===== src/rtl/hlcs_pkg.sv =====
package hlcs_pkg;

  typedef struct packed {
    logic g;
    logic p;
  } gp_t;

  // Combine a higher pair with a lower pair into one covering both.
  function automatic gp_t gp_merge(input gp_t hi, input gp_t lo);
    gp_t r;
    r.g = hi.g | (hi.p & lo.g);
    r.p = hi.p & lo.p;
    return r;
  endfunction

  // Carry into position n of a span, written as a flat sum of products
  // over generates and the span carry-in (parallel, not a chain).
  function automatic logic la_carry(input logic [31:0] g, input logic [31:0] p,
                                    input int n, input logic cin);
    logic acc;
    logic prod;
    acc = 1'b0;
    for (int j = 0; j < 32; j++) begin
      if (j < n) begin
        prod = g[j];
        for (int k = 0; k < 32; k++) begin
          if (k > j && k < n) prod = prod & p[k];
        end
        acc = acc | prod;
      end
    end
    prod = cin;
    for (int k = 0; k < 32; k++) begin
      if (k < n) prod = prod & p[k];
    end
    return acc | prod;
  endfunction

endpackage


===== src/rtl/cla_group.sv =====
module cla_group
  import hlcs_pkg::*;
#(
  parameter int GW = 4
) (
  input  logic [GW-1:0] a,
  input  logic [GW-1:0] b,
  input  logic          cin,
  output logic [GW-1:0] sum,
  output logic          grp_g,
  output logic          grp_p,
  output logic          cout
);

  logic [GW-1:0] bit_g;
  logic [GW-1:0] bit_p;
  logic [GW:0]   c;

  assign bit_g = a & b;
  assign bit_p = a ^ b;

  always_comb begin
    for (int i = 0; i <= GW; i++) begin
      c[i] = la_carry(32'(bit_g), 32'(bit_p), i, cin);
    end
  end

  assign sum  = bit_p ^ c[GW-1:0];
  assign cout = c[GW];

  always_comb begin
    gp_t acc;
    acc = '{g: 1'b0, p: 1'b1};
    for (int i = 0; i < GW; i++) begin
      acc = gp_merge('{g: bit_g[i], p: bit_p[i]}, acc);
    end
    grp_g = acc.g;
    grp_p = acc.p;
  end

  // folded group pair and flat carry expansion agree
  always_comb begin
    p_grp_cout_r3: assert (cout == (grp_g | (grp_p & cin)))
      else $error("group carry-out disagrees with group generate/propagate");
    p_grp_excl_r3: assert (!(grp_g && grp_p))
      else $error("group both generates and propagates");
  end

endmodule


===== src/rtl/csel_block.sv =====
module csel_block
  import hlcs_pkg::*;
#(
  parameter int BW = 16,
  parameter int GW = 4
) (
  input  logic [BW-1:0] a,
  input  logic [BW-1:0] b,
  output logic [BW-1:0] sum0,
  output logic [BW-1:0] sum1,
  output logic          cout0,
  output logic          cout1,
  output logic          blk_g,
  output logic          blk_p
);

  localparam int NG = BW / GW;

  for (genvar v = 0; v < 2; v++) begin : g_var
    logic [NG-1:0] gg;
    logic [NG-1:0] gp;
    logic [NG-1:0] gco;
    logic [NG:0]   cc;
    logic [BW-1:0] ss;

    always_comb begin
      for (int j = 0; j <= NG; j++) begin
        cc[j] = la_carry(32'(gg), 32'(gp), j, 1'(v));
      end
    end

    for (genvar j = 0; j < NG; j++) begin : g_grp
      cla_group #(.GW(GW)) i_grp (
        .a     (a[j*GW +: GW]),
        .b     (b[j*GW +: GW]),
        .cin   (cc[j]),
        .sum   (ss[j*GW +: GW]),
        .grp_g (gg[j]),
        .grp_p (gp[j]),
        .cout  (gco[j])
      );

      // carry leaving a group equals the lookahead carry into the next
      always_comb begin
        p_grp_link_r3: assert (gco[j] == cc[j+1])
          else $error("group carry-out differs from block lookahead carry");
      end
    end
  end

  assign sum0  = g_var[0].ss;
  assign sum1  = g_var[1].ss;
  assign cout0 = g_var[0].cc[NG];
  assign cout1 = g_var[1].cc[NG];

  always_comb begin
    gp_t acc;
    acc = '{g: 1'b0, p: 1'b1};
    for (int j = 0; j < NG; j++) begin
      acc = gp_merge('{g: g_var[0].gg[j], p: g_var[0].gp[j]}, acc);
    end
    blk_g = acc.g;
    blk_p = acc.p;
  end

  // carry-in 1 never yields less carry than carry-in 0; pair matches both copies
  always_comb begin
    p_sel_monotone_r4: assert (!cout0 || cout1)
      else $error("carry-in 0 copy carries while carry-in 1 copy does not");
    p_blk_pair_r4: assert ((cout0 == blk_g) && (cout1 == (blk_g | blk_p)))
      else $error("block generate/propagate disagree with precomputed carries");
  end

endmodule


===== src/rtl/hlcs_adder.sv =====
module hlcs_adder
  import hlcs_pkg::*;
#(
  parameter int WIDTH = 64,
  parameter int BLOCK = 16,
  parameter int GROUP = 4
) (
  input  logic [WIDTH-1:0] op_a,
  input  logic [WIDTH-1:0] op_b,
  input  logic             carry_in,
  input  logic             do_sub,
  output logic [WIDTH-1:0] result,
  output logic             carry_out
);

  localparam int NBLK = WIDTH / BLOCK;

  logic [WIDTH-1:0] b_eff;
  logic             c0;
  logic [WIDTH-1:0] s0;
  logic [WIDTH-1:0] s1;
  logic [NBLK-1:0]  co0;
  logic [NBLK-1:0]  co1;
  logic [NBLK-1:0]  bg;
  logic [NBLK-1:0]  bp;
  logic [NBLK:0]    blk_cin;

  assign b_eff = do_sub ? ~op_b : op_b;
  assign c0    = do_sub | carry_in;

  for (genvar k = 0; k < NBLK; k++) begin : g_blk
    csel_block #(.BW(BLOCK), .GW(GROUP)) i_blk (
      .a     (op_a[k*BLOCK +: BLOCK]),
      .b     (b_eff[k*BLOCK +: BLOCK]),
      .sum0  (s0[k*BLOCK +: BLOCK]),
      .sum1  (s1[k*BLOCK +: BLOCK]),
      .cout0 (co0[k]),
      .cout1 (co1[k]),
      .blk_g (bg[k]),
      .blk_p (bp[k])
    );

    assign result[k*BLOCK +: BLOCK] = blk_cin[k] ? s1[k*BLOCK +: BLOCK]
                                                 : s0[k*BLOCK +: BLOCK];

    // selected block carry-out matches the top lookahead carry above it
    always_comb begin
      p_blk_chain_r4: assert ((blk_cin[k] ? co1[k] : co0[k]) == blk_cin[k+1])
        else $error("selected block carry disagrees with top-level lookahead");
    end
  end

  always_comb begin
    for (int k = 0; k <= NBLK; k++) begin
      blk_cin[k] = la_carry(32'(bg), 32'(bp), k, c0);
    end
  end

  assign carry_out = blk_cin[NBLK];

  logic [WIDTH:0] ref_total;
  logic [WIDTH-1:0] ref_diff;
  assign ref_total = {1'b0, op_a} + {1'b0, b_eff} + (WIDTH+1)'(c0);
  assign ref_diff  = op_a - op_b;

  always_comb begin
    p_total_r1: assert ({carry_out, result} == ref_total)
      else $error("result differs from plain addition");
    if (do_sub) begin
      p_diff_r2: assert (result == ref_diff)
        else $error("difference wrong in subtract mode");
    end
  end

endmodule


===== config.mk =====
export PLATFORM = sky130hd
export DESIGN_NAME = hlcs_adder
export DESIGN_NICKNAME = d
export VERILOG_FILES = /design/src/rtl/hlcs_pkg.sv /design/src/rtl/cla_group.sv /design/src/rtl/csel_block.sv /design/src/rtl/hlcs_adder.sv
export SDC_FILE = /design/constraint.sdc
export NUM_CORES = 1
export LEC_CHECK = 0
export BUFFER_PORTS_ARGS = -buffer_cell sky130_fd_sc_hd__buf_2
export CORE_MARGIN = 5
export CORE_UTILIZATION = 52
export DETAILED_ROUTE_END_ITERATION = 6
export PLACE_DENSITY_LB_ADDON = 0.15
export SYNTH_ARGS = -nofsm -noshare
export SYNTH_HDL_FRONTEND = slang
export SYNTH_SLANG_ARGS = --single-unit

===== constraint.sdc =====
create_clock -name vclk -period 15.2
set_input_delay 3.04 -clock vclk [all_inputs]
set_output_delay 3.04 -clock vclk [all_outputs]
set_load 0.05 [all_outputs]

# Yosys cells after proc, flatten, opt, wreduce, memory -nomap -nowiden
# Index checks and enable logic that the tools add are counted.
[op_classes] n_mux=5 bitwise_logic=514
[op_table] cell="$and A1 B1 Y1" n=242
[op_table] cell="$or A1 B1 Y1" n=207
[op_table] cell="$xor A4 B4 Y4" n=48
[op_table] cell="$and A4 B4 Y4" n=16
[op_table] cell="$mux W16" n=4
[op_table] cell="$mux W64" n=1
[op_table] cell="$not A64 Y64" n=1
[word_totals] reg_bits=0 in_bits=130 wordCells=519

# Depth between registers and ports, before layout
# Gate-level depths: netlist of run 1.
[depth] word_depth=22 depth_mapped=18 ltp_nobuf=16

# By module
# A second synthesis of run 1 with hierarchy kept.
[hier_totals] cells_unflattened=979 area_unflattened_um2=7875.1
[by_module_without_submodules] mod="cla_group (g_blk[0].i_blk.g_var[0].g_grp[3].i_grp ...)" n_inst=29 cells_each=24 area_per_inst_um2=187.7 seq_area_each_um2=0.0
[by_module_without_submodules] mod="hlcs_adder" n_inst=1 cells_each=151 area_per_inst_um2=1483.9 seq_area_each_um2=0.0
[by_module_without_submodules] mod="cla_group (g_blk[0].i_blk.g_var[0].g_grp[0].i_grp ...)" n_inst=3 cells_each=20 area_per_inst_um2=172.7 seq_area_each_um2=0.0
[by_module_without_submodules] mod="csel_block" n_inst=4 cells_each=18 area_per_inst_um2=107.6 seq_area_each_um2=0.0

# Worst setup path after synthesis of run 1
# OpenSTA, ideal clock, no wires.
[synth_path] path_type="input-to-output" start="input do_sub" end="output result[63]" arrival_time_ps=7175 slack_ps=4985 path_stages=16 n_path_buf=3 cell_sequence="clkbuf_1 -> buf_1 -> buf_1 -> xor2_1 -> ha_1 -> nand2_1 -> or4_4 -> or2_1 -> or3_1 -> o22ai_2 -> o21a_2 -> ha_1 -> o21a_1 -> o21a_1 -> nor2_1 -> xnor2_1"
[synth_between] elab_chain_len=20
[synth_lines] element="start, declared" line_no="hlcs_adder.sv:11" text="input logic do_sub,"
[synth_lines] element="$mux W64" line_no="hlcs_adder.sv:28" text="assign b_eff = do_sub ? ~op_b : op_b;"
[synth_lines] element="$xor A4 B4 Y4 / $and A4 B4 Y4 (equally long branches)" line_no="cla_group.sv:20, cla_group.sv:19"
[synth_lines] element="$and A1 B1 Y1" line_no="hlcs_pkg.sv:11" text="r.g = hi.g | (hi.p & lo.g);"
[synth_lines] element="$or A1 B1 Y1" line_no="hlcs_pkg.sv:11"
[synth_lines] element="$and A1 B1 Y1" line_no="hlcs_pkg.sv:11"
[synth_lines] element="$or A1 B1 Y1" line_no="hlcs_pkg.sv:11"
[synth_lines] element="$and A1 B1 Y1" line_no="hlcs_pkg.sv:11"
[synth_lines] element="$or A1 B1 Y1" line_no="hlcs_pkg.sv:11"
[synth_lines] element="(+2 left out)"
[synth_lines] element="$and A1 B1 Y1" line_no="hlcs_pkg.sv:11"
[synth_lines] element="$or A1 B1 Y1" line_no="hlcs_pkg.sv:11"
[synth_lines] element="$and A1 B1 Y1" line_no="hlcs_pkg.sv:11"
[synth_lines] element="$or A1 B1 Y1" line_no="hlcs_pkg.sv:11"
[synth_lines] element="$and A1 B1 Y1 (2 in a row)" line_no="hlcs_pkg.sv:27" text="if (k > j && k < n) prod = prod & p[k];"
[synth_lines] element="$or A1 B1 Y1 (2 in a row)" line_no="hlcs_pkg.sv:29" text="acc = acc | prod;"
[synth_lines] element="$or A1 B1 Y1" line_no="hlcs_pkg.sv:36" text="return acc | prod;"
[synth_lines] element="$mux W16 *" line_no="hlcs_adder.sv:43" text="assign result[k*BLOCK +: BLOCK] = blk_cin[k] ? s1[k*BLOCK +: BLOCK]"
[synth_lines] element="end, declared" line_no="hlcs_adder.sv:12" text="output logic [WIDTH-1:0] result,"
# Every way passes the cells marked *; elsewhere a longest branch is shown, timed or not.

# Worst setup path in the final report of run 1
[layout_path] start="input do_sub" end="output result[47]"
[layout_between] elab_chain_len=19
[layout_lines] element="$mux W64" line_no="hlcs_adder.sv:28"
[layout_lines] element="$xor A4 B4 Y4 / $and A4 B4 Y4 (equally long branches)" line_no="cla_group.sv:20, cla_group.sv:19"
[layout_lines] element="$and A1 B1 Y1" line_no="hlcs_pkg.sv:11"
[layout_lines] element="$or A1 B1 Y1" line_no="hlcs_pkg.sv:11"
[layout_lines] element="$and A1 B1 Y1" line_no="hlcs_pkg.sv:11"
[layout_lines] element="$or A1 B1 Y1" line_no="hlcs_pkg.sv:11"
[layout_lines] element="$and A1 B1 Y1" line_no="hlcs_pkg.sv:11"
[layout_lines] element="$or A1 B1 Y1" line_no="hlcs_pkg.sv:11"
[layout_lines] element="$and A1 B1 Y1 (2 in a row)" line_no="hlcs_pkg.sv:27"
[layout_lines] element="$or A1 B1 Y1 (2 in a row)" line_no="hlcs_pkg.sv:29"
[layout_lines] element="$or A1 B1 Y1" line_no="hlcs_pkg.sv:36"
[layout_lines] element="$and A1 B1 Y1 (3 in a row)"
[layout_lines] element="$or A1 B1 Y1" line_no="hlcs_pkg.sv:36"
[layout_lines] element="$xor A4 B4 Y4" line_no="cla_group.sv:28" text="assign sum = bit_p ^ c[GW-1:0];"
[layout_lines] element="$mux W16 *" line_no="hlcs_adder.sv:43"
# Marks and branches as above.

==> summary.md, run 1 <==
| Metric | Value |
|---|---|
| Fmax | `just under 0.1 GHz` |
| Final worst setup slack | `between 4 and 5 ns` |
| Synthesized cell area | `approximately 3700 um^2` |
| Setup TNS | `0 ns` |
| Max Cap Viol | `0` |
| Setup WS pre-CTS | `between 4 and 5 ns` |
| Final min period | `around 10 ns` |
| Hold bufs inserted after CTS | `0` |
| Util after Layout | `0.6941` |
| Post-CTS sizing | `0` |
| Starting density of the core | `0.5385` |
| Synth cell types | `50` |
| Routed WL | `between 10000 and 15000 um` |
| Register area | `0 um^2` |
| Port Buffers | `between 150 and 200` |
| Synthesized net count | `702` |
| Slowest CP cell | `buf_4` |
| Seq/Total Area, Yosys | `0` |
| Final Slew Violations | `0` |
| Crit path largest cell delay | `~0.77 ns` |
| Syn-to-layout area delta | `28.91%` |
| Setup bufs post-CTS | `0` |
| Fraction of layout cells with a size suffix above 1 | `0.3123` |
| DRT Pass-1 Iters | `4` |
| Hold Path Class | `input port to primary output` |
| Antenna violations before repair | `0` |
| Post-Syn Instances | `480` |
| N_diodes | `0` |
| Number of clock buffers in the layout | `0` |
| Worst-Margin Slew | `~1 ns` |
| GRT Overall Usage | `0.2154` |
| Row count | `30` |
| Slew margin rel. | `0.3159` |
| Final setup viols | `0` |
| Post-route DRC | `0` |
| First-pass GRT wire length | `between 15000 and 20000 um` |
| Syn. warnings | `0` |
| Leading area contributor after synthesis | `ha_1` |
| Worst-path cell chain | `buf_4 -> xor2_1 -> ha_1 -> a21oi_1 -> o21ai_1 -> a221oi_2 -> o2111ai_1 -> nor2_4 -> o21ai_1 -> a21o_1 -> a21o_1 -> ha_1 -> o21a_1 -> o21a_1 -> nor2_1 -> xnor2_1 -> buf_2` |
| Critical Path End Type | `primary output` |
| Total Nets Final | `approximately 900` |
| DR vias/cell | `~5.1` |
| Core area | `roughly 6800 um^2` |
| Worst IR Drop VDD | `roughly 0.087 mV` |
| Worst EP required | `~12 ns` |
| Arrival time at the worst endpoint | `7.20 ns` |
| Die area | `around 9000 um^2` |
| Final worst-path cycle share | `0.6738` |
| Hpwl dp | `9081 um` |
| Die Span Y | `around 94 um` |
| Status | `finished clean` |
| Width of the die | `between 90 and 100 um` |
| Fin. Hold Viols | `0` |
| # IOs | `between 150 and 200` |
| Via Count | `between 3000 and 4000` |
| Initial DRC Count | `approximately 110` |
| Synth top area share | `0.2721` |
| Power Density | `around 100 nW/um^2` |
| Leak | `approximately 2.6 nW` |
| Worst-path maximum fanout | `between 60 and 70` |
| RSZ-0062 raised after global routing | `false` |
| Seq cells | `0` |
| Post-synthesis area per instance | `7.664 um^2` |
| GRT overflow | `0` |
| Routed len/inst | `between 10 and 15 um` |
| Vias in the first global route | `approximately 4000` |
| Critical path class | `input port to primary output` |
| RePlAce Congestion | `between 0.8 and 0.9` |
| Setup crit start kind | `input port` |
| Final ANT Viol Nets | `0` |
| Largest net degree at the start of global routing | `~70` |
| Area contributors post-synth | `ha_1 27%, xor2_1 16%, xnor2_1 8.1%, fa_1 6.5%, inv_1 6.3%` |
[through the flow]
stage / area (um^2) / hold WS, ns / total power, W / std cells
after detailed placement: 4742 / 6.583 / 0.0004749 / 762
final: 4742 / 6.588 / 0.0004736 / 762
after floorplan: 3679 / 6.484 / 0.0003675 / 480
after global placement: 4742 / 6.587 / 0.0004681 / 762
after global routing: 4742 / 6.625 / 0.0005093 / 762
after CTS: 4742 / 6.588 / 0.0004768 / 762
[path summary, 6_finish.rpt]
path | cells after the start | slack [ns] | from | to
setup / recovery | 17 | 4.96 | do_sub | result[47]
hold / removal | 4 | 6.59 | carry_in | result[1]
[placed cells by master, fill, tap and decap left out, types with 5 or more instances in the layout]
cell type  count
inv_1         62
fa_1          12
nand4_1        8
ha_1          80
xnor2_1       34
nand2_1       16
buf_2        194
nor2_1        37
a21o_1         7
nand3_1        5
o21a_1        24
o21ai_0       16
xor2_1        68
nor3_1        14
a21oi_1       34
[where the power goes]
group / leakage, nW / internal (W) / switching, W
combinational: 2.61 / 0.000137 / 0.000336
clock: 0 / 0 / 0
sequential: 0 / 0 / 0
[cells in the mapped netlist (all sizes together), types with 2 or more instances]
cell     instances
ha              80
or3              3
nor2b            2
xnor2           34
o21ai           21
nand2b           4
o21a            25
o21bai           2
nor3            14
a21o             7
or2              4
o2111ai          2
nand2           16
a2111o           2
and4             4
xor2            68
buf              5
mux2i            2
a21oi           35
fa              12
clkbuf           4
nand3            5
o31ai            5
nor2            38
nand4            8
inv             63
and2             2
[routing by layer]
layer,up-vias,wire [um],track usage
met2,134,4999,0.4128
met3,6,936,0.04647
met1,1721,4104,0.2525
met5,-,0,0
li1,2011,-,-
met4,0,70,0.01444
[worst max-delay path: cells and delay by family]
| kind | cells | cell delay, ns |
|---|---|---|
| AOI/OAI and AO/OA | 9 | 1.85 |
| buffers and inverters | 2 | 1.05 |
| adders and majority gates | 2 | 0.57 |
| and+or+nand+nor | 2 | 0.39 |
| xor gates and xnor gates | 2 | 0.29 |
[kinds of logic (layout without fill, tap and decap cells)]
family          Yosys count  after routing  synth area share
compound gates          109            109            0.2003
xor+xnor                102            102            0.2429
mux                       2              2          0.005442
fa+ha+maj                92             92            0.3374
simple gates            103            103            0.1401
buf+inv                  72            258           0.07380
[area by class of cell]
cell class	instances	area, um^2
multi-input cells	408	3407
inverters	63	236.5
fillers	609	2090
repair buffers	195	978.4
well taps	96	120.1
(Power assumes the default switching activity.)
==> inputs of run 2 (changes only) <==
--- a/config.mk
+++ b/config.mk
@@ -7,7 +7,7 @@
 export LEC_CHECK = 0
 export BUFFER_PORTS_ARGS = -buffer_cell sky130_fd_sc_hd__buf_2
 export CORE_MARGIN = 5
-export CORE_UTILIZATION = 52
+export CORE_UTILIZATION = 48
 export DETAILED_ROUTE_END_ITERATION = 6
 export PLACE_DENSITY_LB_ADDON = 0.15
 export SYNTH_ARGS = -nofsm -noshare
==> constraint.sdc (replaced) <==
create_clock -name vclk -period 10
set_input_delay 2 -clock vclk [all_inputs]
set_output_delay 2 -clock vclk [all_outputs]
set_load 0.05 [all_outputs]
==> summary.md, run 2 (synthesis gave the netlist of run 1 again) <==
| Metric | Value |
|---|---|
| Register area | `0 um^2 (unchanged)` |
| Post-route DRC | `0 (unchanged)` |
| Crit path largest cell delay | `0.65 ns (-0.12 ns)` |
| Core area | `7607 um^2 (+11%)` |
| Met3 wire len | `855 um (-8.7%)` |
| GRT Overall Usage | `0.1960 (-0.01937)` |
| Fmax | `~0.12 GHz` |
| Critical Path End Type | `primary output` |
| Via Count | `3820 (-1.3%)` |
| Vias in the first global route | `3851 (-1.9%)` |
| RePlAce Congestion | `0.8678 (+5.6%)` |
| Starting density of the core | `0.4836 (-0.05491)` |
| Power Density | `151.2 nW/um^2 (+51%)` |
| Arrival time at the worst endpoint | `6.04 ns (-1.16 ns)` |
| Fraction of layout cells with a size suffix above 1 | `0.3133 (+0.001031)` |
| Die Span Y | `97.54 um (+3.7%)` |
| Max Cap Viol | `0 (unchanged)` |
| Slew margin rel. | `0.4339 (+0.1180)` |
| Status | `finished clean` |
| Uppermost layer routed | `met5` |
| Hold Path Class | `input port to primary output` |
| Seq cells | `0 (unchanged)` |
| Final min period | `around 8.0 ns` |
| Leak | `2.611 nW (+0.18%)` |
| Final setup viols | `0 (unchanged)` |
| Routed WL | `9796 um (-3.1%)` |
| Total Nets Final | `891 (+0.11%)` |
| Antenna violations before repair | `2 (+2)` |
| Hold Crit Start | `op_a[63]` |
| Setup TNS | `0 ns (unchanged)` |
| DR vias/cell | `4.967 (-2.2%)` |
| Most frequent cells in the layout | `194 x buf_2, 80 x ha_1, 68 x xor2_1, 62 x inv_1, 37 x nor2_1` |
| Final worst-path cycle share | `0.8043` |
| Worst-path cell chain | `buf_4 -> xor2_1 -> ha_1 -> a21oi_1 -> o21ai_1 -> a221oi_2 -> o2111ai_1 -> nor2_4 -> o31ai_4 -> a41oi_2 -> o21bai_1 -> ha_1 -> o21a_1 -> o21a_1 -> nor2_1 -> xnor2_1 -> buf_2` |
| Final ANT Viol Nets | `0 (unchanged)` |
| DRT Pass-1 Iters | `5 (+1)` |
| Largest net degree at the start of global routing | `57 (-16%)` |
| First-pass GRT wire length | `16580 um (+1.4%)` |
| Width of the die | `97.54 um (+3.7%)` |
| RSZ-0062 raised after global routing | `false` |
| Worst-Margin Slew | `0.8491 ns (-0.1770 ns)` |
| Setup bufs post-CTS | `0 (unchanged)` |
| Final Slew Violations | `0 (unchanged)` |
| Hpwl dp | `8781 um (-3.3%)` |
| # IOs | `195 (unchanged)` |
| Worst IR Drop VDD | `0.09149 mV (+5.8%)` |
| Worst-path maximum fanout | `56 (-16%)` |
| GRT overflow | `0 (unchanged)` |
| Worst EP required | `8.00 ns (-4.16 ns)` |
| Routed len/inst | `12.74 um (-4.0%)` |
| Fin. Hold Viols | `0 (unchanged)` |
| Commonest non-fill, non-tap cell in the layout | `buf_2` |
| Syn-to-layout area delta | `29.32%` |
| Final hold slack | `4.500 ns (-2.087 ns)` |
| Worst hold path stage count | `4 (unchanged)` |
| Hold bufs inserted after CTS | `0 (unchanged)` |
| Post-CTS sizing | `0 (unchanged)` |
| WL met2 | `4626 um (-7.5%)` |
| Util after Layout | `0.6253 (-0.06881)` |
| Setup crit start kind | `input port` |
| Slowest CP cell | `buf_4` |
| Number of clock buffers in the layout | `0 (unchanged)` |
| N_diodes | `0 (unchanged)` |
| Die area | `9514 um^2 (+7.4%)` |
| Hold EP | `result[63]` |
| Cell Area, Placed | `4757 um^2 (+0.32%)` |
| Row count | `32 (+6.7%)` |
| Initial DRC Count | `72 (-32%)` |
| Met1 WL | `4200 um (+2.3%)` |
| Critical path class | `input port to primary output` |
| Design area | `4757 um^2 (+0.32%)` |
| Port Buffers | `195 (unchanged)` |
==> run 2: how the worst max path moves through the flow <==
stage | from | endpoint
floorplan | do_sub | result[63]
global placement | do_sub | result[47]
detailed placement | do_sub | result[55]
CTS | do_sub | result[55]
global route | do_sub | result[47]
finish | do_sub | result[55]
==> run 2: metal layers <==
| layer | vias to the layer above | track usage |
|---|---|---|
| li1 | 2008 | - |
| met1 | 1669 | 0.2424 |
| met2 | 127 | 0.3516 |
| met3 | 12 | 0.05456 |
| met4 | 4 | 0.01491 |
| met5 | - | 0 |
==> run 2: critical path: cells and delay by family <==
family	cells	cell delay, ns
AOI/OAI and AO/OA	9	1.81
buffers and inverters	2	0.95
adders and majority gates	2	0.55
and+or+nand+nor	2	0.37
xor gates and xnor gates	2	0.32
==> run 2: per-stage QoR <==
step | cells | power, W | worst slack (ns)
finish | 769 | 0.0007190 | 1.957
global route | 769 | 0.0007735 | 1.622
CTS | 769 | 0.0007234 | 1.911
detailed placement | 769 | 0.0007206 | 1.923
global placement | 769 | 0.0007099 | 2.038
floorplan | 480 | 0.0005586 | 1.865
==> run 2: report_power, final <==
group / internal (W) / switching, W / total, W
combinational: 0.000209 / 0.000510 / 0.000719
clock: 0 / 0 / 0
sequential: 0 / 0 / 0
total: 0.000209 / 0.000510 / 0.000719
==> run 2: cell type report <==
type	count	area, um^2
multi-input cells	408	3407
repair buffers	196	985.9
fillers	697	2850
inverters	63	236.5
well taps	102	127.6
==> inputs of run 3 (changes only) <==
--- a/config.mk
+++ b/config.mk
@@ -7,7 +7,7 @@
 export LEC_CHECK = 0
 export BUFFER_PORTS_ARGS = -buffer_cell sky130_fd_sc_hd__buf_2
 export CORE_MARGIN = 5
-export CORE_UTILIZATION = 48
+export CORE_UTILIZATION = 44
 export DETAILED_ROUTE_END_ITERATION = 6
 export PLACE_DENSITY_LB_ADDON = 0.15
 export SYNTH_ARGS = -nofsm -noshare
==> constraint.sdc (replaced) <==
create_clock -name vclk -period 6.9
set_input_delay 1.38 -clock vclk [all_inputs]
set_output_delay 1.38 -clock vclk [all_outputs]
set_load 0.05 [all_outputs]
==> summary.md, run 3 (synthesis gave the netlist of run 1 again) <==
| Metric | Value |
|---|---|
| Setup crit start kind | `input port` |
| RSZ-0062 raised after global routing | `false` |
| Setup TNS | `0 ns (unchanged)` |
| Hpwl dp | `9341 um (+6.4%)` |
| Worst-path cell chain | `buf_4 -> buf_12 -> buf_4 -> xor2_1 -> ha_1 -> nand4_1 -> or3_2 -> or2_1 -> or3_1 -> o22ai_2 -> o21a_2 -> ha_1 -> o21a_1 -> o21a_1 -> nor2_1 -> xnor2_1 -> buf_2` |
| Commonest non-fill, non-tap cell in the layout | `buf_2` |
| Seq cells | `0 (unchanged)` |
| Port Buffers | `195 (unchanged)` |
| Routed WL | `10300 um (+5.1%)` |
| Design area | `4796 um^2 (+0.82%)` |
| DR vias/cell | `4.987 (+0.39%)` |
| RePlAce Congestion | `0.8613 (-0.75%)` |
| DRT Pass-1 Iters | `6 (+1)` |
| First-pass GRT wire length | `16640 um (+0.37%)` |
| Arrival time at the worst endpoint | `5.12 ns (-0.92 ns)` |
| Syn-to-layout area delta | `30.37%` |
| Final min period | `between 6 and 7 ns` |
| Routed len/inst | `13.28 um (+4.3%)` |
| Power Density | `218.0 nW/um^2 (+44%)` |
| Family with the most delay on the worst path | `simple AND/OR/NAND/NOR gates` |
| Slowest CP cell | `or3_2` |
| # IOs | `195 (unchanged)` |
| Worst EP required | `5.52 ns (-2.48 ns)` |
| Via Count | `3865 (+1.2%)` |
| Worst-Margin Slew | `0.5282 ns (-0.3209 ns)` |
| Initial DRC Count | `109 (+51%)` |
| N_diodes | `0 (unchanged)` |
| Number of clock buffers in the layout | `0 (unchanged)` |
| Crit path largest cell delay | `0.44 ns (-0.21 ns)` |
| Critical Path End Type | `primary output` |
| Worst IR Drop VDD | `0.1488 mV (+63%)` |
| Total Nets Final | `894 (+0.34%)` |
| Starting density of the core | `0.4500 (-0.03360)` |
| Post-route DRC | `0 (unchanged)` |
| Crit. Startpoint | `do_sub` |
| GRT overflow | `0 (unchanged)` |
| Post-CTS sizing | `0 (unchanged)` |
| Critical path class | `input port to primary output` |
| Vias in the first global route | `3865 (+0.36%)` |
| Row count | `33 (+3.1%)` |
| Final worst-path cycle share | `0.9425` |
| Hold bufs inserted after CTS | `0 (unchanged)` |
| Die Span Y | `101.4 um (+4.0%)` |
| Fmax | `roughly 0.15 GHz` |
| Largest net degree at the start of global routing | `24 (-58%)` |
| Setup bufs post-CTS | `0 (unchanged)` |
| Width of the die | `101.4 um (+4.0%)` |
| Antenna violations before repair | `0 (-2)` |
| Final setup viols | `0 (unchanged)` |
| Register area | `0 um^2 (unchanged)` |
| Most frequent cells in the layout | `194 x buf_2, 80 x ha_1, 68 x xor2_1, 62 x inv_1, 37 x nor2_1` |
| Hold Path Class | `input port to primary output` |
| Worst-path maximum fanout | `23 (-59%)` |
| Final ANT Viol Nets | `0 (unchanged)` |
| CP Buf/Inv Count | `4 (+2)` |
| Final Slew Violations | `0 (unchanged)` |
| Slew margin rel. | `0.6475 (+0.2136)` |
| Cell Area, Placed | `4796 um^2 (+0.82%)` |
| Hold Crit Start | `op_a[59]` |
| Leak | `2.630 nW (+0.73%)` |
| Fin. Hold Viols | `0 (unchanged)` |
| Core area | `8175 um^2 (+7.5%)` |
| Die area | `10290 um^2 (+8.1%)` |
| Max Cap Viol | `0 (unchanged)` |
| GRT Overall Usage | `0.1886 (-0.007421)` |
| Status | `finished clean` |
| Fraction of layout cells with a size suffix above 1 | `0.3164 (+0.003075)` |
run 3: cell types whose count changed in the layout (fill, tap and decap cells not counted):
cell / delta
buf_12: +1
buf_4: +2
run 3: per-layer routing:
| metal | vias to the layer above | routed length [um] | global-route usage | part of all wire |
|---|---|---|---|---|
| li1 | 2013 | - | - | - |
| met1 | 1713 | 4300 | 0.2350 | 0.42 |
| met2 | 133 | 5082 | 0.3587 | 0.49 |
| met3 | 6 | 841 | 0.02479 | 0.082 |
| met4 | 0 | 72 | 0.01125 | 0.0070 |
| met5 | - | 0 | 0 | 0 |
run 3: path summary, 6_finish.rpt:
path         end  slack, ns  depth (start not counted)
max   result[63]       0.40                         17
min   result[59]       3.27                          4
run 3: layout make-up:
cell class	instances	area, um^2
multi-input combinational	408	3407
fill	793	3379
timing repair buffer	199	1021
inverter	63	236.5
tap	105	131.4
run 3: where the power goes:
part	total [W]	switching [W]	leakage, nW	internal [W]
Sequential	0	0	0	0
Combinational	0.00105	0.000742	2.63	0.000304
Clock	0	0	0	0
Total	0.00105	0.000742	2.63	0.000304
run 3: through the flow:
| stage | setup slack (ns) | util | cells | hold WS [ns] | power (W) |
|---|---|---|---|---|---|
| after global placement | 0.4443 | 0.5866 | 775 | 3.265 | 0.001039 |
| final | 0.3970 | 0.5866 | 775 | 3.271 | 0.001046 |
| after detailed placement | 0.4010 | 0.5866 | 775 | 3.273 | 0.001048 |
| after global routing | 0.07479 | 0.5866 | 775 | 3.290 | 0.001126 |
| after floorplan | 0.004880 | - | 480 | 3.164 | 0.0008095 |
| after CTS | 0.3875 | 0.5866 | 775 | 3.278 | 0.001052 |
run 3: worst min-delay path: stages:
cell and delay (ns):
buf_2 0.08, ha_1 0.15, xnor2_1 0.07, buf_2 0.21
